`src/rtl/rtc_cal_pkg.sv`:
```
package rtc_cal_pkg;

    typedef enum logic [0:0] {
        HOLD_IDLE = 1'b0,
        HOLD_PEND = 1'b1
    } hold_state_e;

    typedef struct packed {
        logic [7:0] yr;
        logic [7:0] mon;
        logic [7:0] date;
        logic [7:0] dow;
        logic [7:0] hr;
        logic [7:0] min;
        logic [7:0] sec;
    } time_regs_t;

    localparam logic [2:0] A_SEC  = 3'd0;
    localparam logic [2:0] A_MIN  = 3'd1;
    localparam logic [2:0] A_HR   = 3'd2;
    localparam logic [2:0] A_DOW  = 3'd3;
    localparam logic [2:0] A_DATE = 3'd4;
    localparam logic [2:0] A_MON  = 3'd5;
    localparam logic [2:0] A_YR   = 3'd6;
    localparam logic [2:0] A_CTRL = 3'd7;

    localparam logic [7:0] CTRL_RESET = 8'h80;

    function automatic logic [7:0] reg_mask(input logic [2:0] a);
        unique case (a)
            A_MIN:   return 8'h7F;
            A_DOW:   return 8'h07;
            A_DATE:  return 8'h3F;
            A_MON:   return 8'h1F;
            default: return 8'hFF;
        endcase
    endfunction

    function automatic logic [7:0] bcd_inc(input logic [7:0] v);
        if (v[3:0] >= 4'd9)
            return {v[7:4] + 4'd1, 4'd0};
        else
            return {v[7:4], v[3:0] + 4'd1};
    endfunction

endpackage

```
`src/rtl/rtc_tick_hold.sv`:
```
module rtc_tick_hold
    import rtc_cal_pkg::*;
#(
    parameter int HOLD_CYCLES = 250000
) (
    input  logic clk,
    input  logic rst_n,
    input  logic tick_i,
    input  logic stop_i,
    input  logic hold_i,
    output logic apply_o,
    output logic pend_o
);
    localparam int CW = $clog2(HOLD_CYCLES + 1);

    hold_state_e   st_q, st_nxt;
    logic [CW-1:0] wait_q;
    logic          expire;

    assign expire = (wait_q == CW'(HOLD_CYCLES - 1));
    assign pend_o = (st_q == HOLD_PEND);

    always_ff @(posedge clk) begin
        if (!rst_n) begin
            st_q   <= HOLD_IDLE;
            wait_q <= '0;
        end else begin
            st_q   <= st_nxt;
            wait_q <= (st_q == HOLD_PEND) ? wait_q + 1'b1 : '0;
        end
    end

    always_comb begin
        st_nxt  = st_q;
        apply_o = 1'b0;
        unique case (st_q)
            HOLD_IDLE: begin
                if (tick_i && !stop_i) begin
                    if (hold_i) st_nxt = HOLD_PEND;
                    else        apply_o = 1'b1;
                end
            end
            HOLD_PEND: begin
                if (!hold_i || expire) begin
                    apply_o = 1'b1;
                    st_nxt  = HOLD_IDLE;
                end
            end
            default: st_nxt = HOLD_IDLE;
        endcase
    end

    // the wait never outlasts the time-out window
    assert_pend_bounded_R6: assert property (@(posedge clk) disable iff (!rst_n)
        pend_o |-> (wait_q < CW'(HOLD_CYCLES)));

endmodule

```
`src/rtl/rtc_cal_advance.sv`:
```
module rtc_cal_advance
    import rtc_cal_pkg::*;
(
    input  time_regs_t cur_i,
    output time_regs_t nxt_o
);
    logic       c_sec, c_min, c_hr, c_date, c_mon, c_yr;
    logic [6:0] ybin;
    logic       leap;
    logic [7:0] last_day;

    always_comb begin
        ybin = ({3'b0, cur_i.yr[7:4]} * 7'd10) + {3'b0, cur_i.yr[3:0]};
        leap = (ybin[1:0] == 2'b00);
        unique case (cur_i.mon)
            8'h02:                      last_day = leap ? 8'h29 : 8'h28;
            8'h04, 8'h06, 8'h09, 8'h11: last_day = 8'h30;
            default:                    last_day = 8'h31;
        endcase

        c_sec  = (cur_i.sec[6:0] == 7'h59);
        c_min  = c_sec  && (cur_i.min  == 8'h59);
        c_hr   = c_min  && (cur_i.hr[5:0] == 6'h23);
        c_date = c_hr   && (cur_i.date == last_day);
        c_mon  = c_date && (cur_i.mon  == 8'h12);
        c_yr   = c_mon  && (cur_i.yr   == 8'h99);

        nxt_o.sec  = {cur_i.sec[7], c_sec ? 7'h00 : bcd_inc({1'b0, cur_i.sec[6:0]})[6:0]};
        nxt_o.min  = !c_sec ? cur_i.min  : (c_min  ? 8'h00 : bcd_inc(cur_i.min));
        nxt_o.hr   = {cur_i.hr[7],
                      cur_i.hr[6] ^ (cur_i.hr[7] & c_yr),
                      !c_min ? cur_i.hr[5:0] : (c_hr ? 6'h00 : bcd_inc({2'b0, cur_i.hr[5:0]})[5:0])};
        nxt_o.dow  = !c_hr ? cur_i.dow :
                     ((cur_i.dow[2:0] == 3'd7) ? 8'h01 : {5'b0, cur_i.dow[2:0] + 3'd1});
        nxt_o.date = !c_hr   ? cur_i.date : (c_date ? 8'h01 : bcd_inc(cur_i.date));
        nxt_o.mon  = !c_date ? cur_i.mon  : (c_mon  ? 8'h01 : bcd_inc(cur_i.mon));
        nxt_o.yr   = !c_mon  ? cur_i.yr   : (c_yr   ? 8'h00 : bcd_inc(cur_i.yr));
    end

endmodule

```
`src/rtl/rtc_bcd_calendar.sv`:
```
module rtc_bcd_calendar
    import rtc_cal_pkg::*;
#(
    parameter int CLK_HZ  = 1000000,
    parameter int HOLD_MS = 250
) (
    input  logic       clk,
    input  logic       rst_n,
    input  logic       sec_tick,
    input  logic       rd_hold,
    input  logic       bus_wr_en,
    input  logic [2:0] bus_addr,
    input  logic [7:0] bus_wdata,
    output logic [7:0] bus_rdata,
    output logic [7:0] ctrl_byte
);
    localparam int HOLD_CYCLES = (CLK_HZ / 1000) * HOLD_MS;

    time_regs_t t_q, t_nxt;
    logic [7:0] ctrl_q;
    logic       apply, pend;
    logic [7:0] wval;

    rtc_tick_hold #(.HOLD_CYCLES(HOLD_CYCLES)) u_hold (
        .clk     (clk),
        .rst_n   (rst_n),
        .tick_i  (sec_tick),
        .stop_i  (t_q.sec[7]),
        .hold_i  (rd_hold),
        .apply_o (apply),
        .pend_o  (pend)
    );

    rtc_cal_advance u_adv (
        .cur_i (t_q),
        .nxt_o (t_nxt)
    );

    assign wval = bus_wdata & reg_mask(bus_addr);

    always_ff @(posedge clk) begin
        if (!rst_n) begin
            t_q    <= '{yr: 8'h00, mon: 8'h01, date: 8'h01, dow: 8'h01,
                        hr: 8'h00, min: 8'h00, sec: 8'h00};
            ctrl_q <= CTRL_RESET;
        end else if (apply) begin
            t_q <= t_nxt;
        end else if (bus_wr_en) begin
            unique case (bus_addr)
                A_SEC:  t_q.sec  <= wval;
                A_MIN:  t_q.min  <= wval;
                A_HR:   t_q.hr   <= wval;
                A_DOW:  t_q.dow  <= wval;
                A_DATE: t_q.date <= wval;
                A_MON:  t_q.mon  <= wval;
                A_YR:   t_q.yr   <= wval;
                A_CTRL: ctrl_q   <= wval;
                default: ;
            endcase
        end
    end

    always_comb begin
        unique case (bus_addr)
            A_SEC:   bus_rdata = t_q.sec;
            A_MIN:   bus_rdata = t_q.min;
            A_HR:    bus_rdata = t_q.hr;
            A_DOW:   bus_rdata = t_q.dow;
            A_DATE:  bus_rdata = t_q.date;
            A_MON:   bus_rdata = t_q.mon;
            A_YR:    bus_rdata = t_q.yr;
            default: bus_rdata = ctrl_q;
        endcase
    end

    assign ctrl_byte = ctrl_q;

    // halted and nothing pending or written -> seconds frozen
    assert_halt_freezes_R2: assert property (@(posedge clk) disable iff (!rst_n)
        (t_q.sec[7] && !pend && !bus_wr_en) |=> $stable(t_q.sec));

    // century flag untouched when its enable is clear
    assert_century_locked_R3: assert property (@(posedge clk) disable iff (!rst_n)
        (!t_q.hr[7] && !bus_wr_en) |=> $stable(t_q.hr[6]));

    // day of week stays in 1..7 across updates
    assert_dow_range_R4: assert property (@(posedge clk) disable iff (!rst_n)
        (apply && t_q.dow >= 8'd1 && t_q.dow <= 8'd7) |=> (t_q.dow >= 8'd1 && t_q.dow <= 8'd7));

    // a pending second is released once the hold is low
    assert_pend_release_R6: assert property (@(posedge clk) disable iff (!rst_n)
        (pend && !rd_hold) |=> !pend);

    // control byte leaves reset at its defined value
    assert_ctrl_reset_R7: assert property (@(posedge clk) disable iff (!rst_n)
        $rose(rst_n) |-> (ctrl_byte == CTRL_RESET));

endmodule

```
`config.mk`:
```
export PLATFORM = sky130hd
export DESIGN_NAME = rtc_bcd_calendar
export DESIGN_NICKNAME = d
export VERILOG_FILES = /design/src/rtl/rtc_cal_pkg.sv /design/src/rtl/rtc_tick_hold.sv /design/src/rtl/rtc_cal_advance.sv /design/src/rtl/rtc_bcd_calendar.sv
export SDC_FILE = /design/constraint.sdc
export NUM_CORES = 1
export LEC_CHECK = 0
export BUFFER_PORTS_ARGS = -buffer_cell sky130_fd_sc_hd__buf_4
export CAP_MARGIN = 40
export CORE_MARGIN = 10
export CORE_UTILIZATION = 56
export DETAILED_ROUTE_END_ITERATION = 10
export PLACE_DENSITY = 0.88
export RECOVER_POWER = 100
export REMOVE_ABC_BUFFERS = 1
export SETUP_SLACK_MARGIN = 0.1
export SLEW_MARGIN = 20
export SYNTH_ARGS = -nofsm -noshare
export SYNTH_HDL_FRONTEND = slang
export SYNTH_HIERARCHICAL = 1
export SYNTH_SLANG_ARGS = --single-unit
export TNS_END_PERCENT = 50
```
`constraint.sdc`:
```
create_clock -name clk -period 2.7 [get_ports clk]
set_input_delay 0.405 -clock clk [delete_from_list [all_inputs] [get_ports clk]]
set_output_delay 0.405 -clock clk [all_outputs]
set_load 0.02 [all_outputs]
```
==> metrics.md <==
| Metric | Value |
|---|---|
| Status | complete, but fails checks |
| Failing checks | negative setup slack |
| Actual slew at the worst max-slew pin | 701 ps |
| Hold_buf cts | 0 |
| Via-per-instance ratio | 6.80 |
| Util after Layout | 68.4% |
| Worst Path Class, Setup | flip-flop to flip-flop |
| Fin crit share | 103% |
| Pwr dens | 388 nW/um2 |
| CTS max path bufs | 2 |
| Yosys cell types | 81 |
| Clock Sinks | 83 |
| Setup slack, reg-to-reg | -70 ps |
| Most frequent cells in the layout | buf_4 (85), nor2_1 (82), nand2_1 (80) |
| Vias in the first global route | 5982 |
| Largest net degree at the start of global routing | 66 |
| Syn Area/Cell | 7.98 um2 |
| Post-synth EDFFs | 0 |
| CTS H-Tree Depth | 3 |
| Worst setup margin | -72.6 ps |
| Critical path fanouts, max | 3 |
| GRT overflow | 0 |
| Max Clock Skew | 11.6 ps |
| Worst setup EP type | flip-flop |
| Fillers | 767 |
| # diodes | 0 |
| Tot Pwr | 0.00275 W |
| Multi-input logic area | 4230 um2 |
| First-pass GRT wire length | 30400 um |
| Commonest non-fill, non-tap cell in the layout | buf_4 |
| Hold Fails Final Rpt | 0 |
| Initial DRC count | 1009 |
| Post-Syn Instances | 750 |
| WHS Endpoint | ctrl_byte[5] |
| Register clock-pin slew on the reported worst setup and hold paths | 100 ps |
| Clock root cell | clkbuf_8 |
| Max Slew Vio Count | 0 |
| Prevailing post-synth register cell | dfxtp_1 |
| FF+latch count, synth | 83 |
| Crit path DAT | 3060 ps |
| Starting Density | 57.7% |
| Drt total wl | 19700 um |
| CTS buffer count | 9 |
| Critical Path Source | t_q[44] |
| Routability cong. | 0.986 |
| Routed Antenna Nets | 0 |
| Nets | 854 |
| Peak supply drop | 366 uV |
| IO Count | 32 |
| RSZ-0062 raised after global routing | yes |
| TritonCTS clock tree | built |
| Post-Syn Area | 5980 um2 |
| Tmin final | 2770 ps |
| Hold_sp | bus_wdata[5] |
| Die width | 123 um |
| Sequential Area | 1670 um2 |
| Routed len/inst | 20.8 um |
| Standard-cell rows | 37 |
| Critical R2R Capture | t_q[53] |
| Crit path required time | 2980 ps |
| GRT Util Overall | 24.7% |
| Via count | 6431 |
| Area Overhead vs Synth | 18.5% |
| HP Class | primary input to flip-flop |
| Fraction of layout cells with a size suffix above 1 | 21.7% |
| Critical R2R Launch | t_q[44] |
| Chip height | 123 um |
| IO Port Bufs | 31 |
| Clock Latency Late Sink | 380 ps |
| First drt pass iteration count | 6 |
| Post-synth ARST share | 0% |
| Relative max-transition margin | 53.2% |
| Worst-case reg-to-reg path depth | 12 |
| Startpoint types | flip-flop |
| Full die area | 15200 um2 |
| Core area | 10400 um2 |
| Max Clk Rate | 0.361 GHz |
| # DRC | 0 |
| Initial antenna violation count | 0 |
| Static leakage | 2.84 nW |
| Max cap viols | 0 |
| Synthesis Warnings | 6 |
| Seq/Total Area, Yosys | 27.8% |
| Placed wire-length estimate | 13100 um |
| Hold path cells | 3 |
| Setup Viol. Count Final | 6 |
-- flip-flops by register name, indices dropped and copies added, names as in the netlist --
name	cells
u_hold/wait_q	18
t_q	56
u_hold/pend_o	1
ctrl_byte	8
-- layout make-up --
cell class                 count  share of cell area (%)
multi-input combinational    590                    59.7
clock inverter                 7                   0.935
sequential                    83                    23.5
clock buffer                   9                    1.75
timing repair buffer          91                    10.1
tap                          136                    2.40
inverter                      30                    1.59
-- what timing repair did --
action                                  4_1_cts  5_1_grt
endpoints found under the setup margin       19       35
resized for setup                            22       37
pin swaps                                    15       28
buffers inserted                             11        3
-- where the power goes --
group / total, W / switching (W) / internal (W)
logic: 0.000530 / 0.000324 / 0.000206
clock network: 0.000912 / 0.000552 / 0.000360
registers: 0.00131 / 0.0000461 / 0.00126
-- critical path: stages, from the launching register on --
cell and delay [ps]:
dfxtp_2 340, inv_2 80, ha_4 120, nor3b_4 260, nand2_1 120, or4_1 490
mux2i_4 220, o31ai_4 120, nor3_4 280, mux2_4 330, nand2_2 70, o221ai_2 80
and2_1 160
-- metal layers --
layer	track usage [%]	vias to the layer above	part of all wire, %
met5	0	-	0
met4	14.2	0	5.6
met3	4.92	114	10
met2	40.1	492	47
met1	29.7	3003	37
li1	-	2822	-
-- cell families after synthesis --
| family | after synthesis | synth area share, % |
|---|---|---|
| XOR/XNOR | 26 | 3.81 |
| multiplexers | 38 | 6.75 |
| AO/OA/AOI/OAI | 190 | 20.3 |
| AND/OR/NAND/NOR | 303 | 28.7 |
| buffers and inverters | 77 | 5.75 |
| flip-flops | 83 | 27.8 |
| adder cells (fa/ha/maj) | 33 | 6.90 |
-- per-stage QoR --
| stage | hold slack, ps | worst slack [ps] | instance area, um2 | TNS, ps | cells |
|---|---|---|---|---|---|
| 2_1_floorplan | 437 | -1580 | 5750 | -89520 | 703 |
| 3_3_place_gp | 449 | -121 | 6530 | -467 | 917 |
| 3_5_place_dp | 472 | -183 | 6530 | -970 | 917 |
| 4_1_cts | 303 | 92.8 | 6880 | 0 | 944 |
| 5_1_grt | 335 | -159 | 7090 | -1380 | 946 |
| 6_report | 323 | -72.6 | 7090 | -266 | 946 |
-- worst max-delay path by stage --
stage | to | slack [ps]
after floorplan | t_q[23] | -1580
after global placement | t_q[50] | -120
after detailed placement | t_q[50] | -180
after CTS | t_q[53] | 90
after global routing | t_q[52] | -160
final | t_q[53] | -70
-- cell usage after synthesis (4+ instances only) --
| master | instances | share of area (%) |
|---|---|---|
| o31ai_1 | 4 | 0.50 |
| ha_1 | 33 | 6.9 |
| nor3b_1 | 5 | 0.63 |
| o21ai_1 | 17 | 1.4 |
| dfxtp_1 | 83 | 28 |
| mux2i_1 | 21 | 3.5 |
| nand4_1 | 13 | 1.4 |
| o22ai_1 | 15 | 1.6 |
| nand4bb_1 | 5 | 0.94 |
| nand2_1 | 82 | 5.1 |
| buf_4 | 5 | 0.63 |
| inv_1 | 28 | 1.8 |
| xnor2_1 | 16 | 2.3 |
| a41oi_1 | 4 | 0.59 |
| nor2_1 | 84 | 5.3 |
| and2_1 | 14 | 1.5 |
| a22oi_1 | 20 | 2.5 |
| xor2_1 | 10 | 1.5 |
| nand3_1 | 28 | 2.3 |
| and3_1 | 7 | 0.73 |
| buf_2 | 9 | 0.75 |
| o211a_1 | 4 | 0.67 |
| nand2b_1 | 7 | 0.73 |
| nor2b_1 | 6 | 0.63 |
| a221oi_1 | 4 | 0.59 |
| mux2_1 | 12 | 2.3 |
| clkbuf_1 | 27 | 1.7 |
| a21oi_1 | 56 | 4.7 |
| o21ai_0 | 21 | 1.8 |
| mux2_2 | 4 | 0.75 |
| a31oi_1 | 18 | 1.9 |
| nor3_1 | 9 | 0.75 |
| nor4_1 | 4 | 0.42 |
No activity file was read; power rests on OpenSTA's default activity.
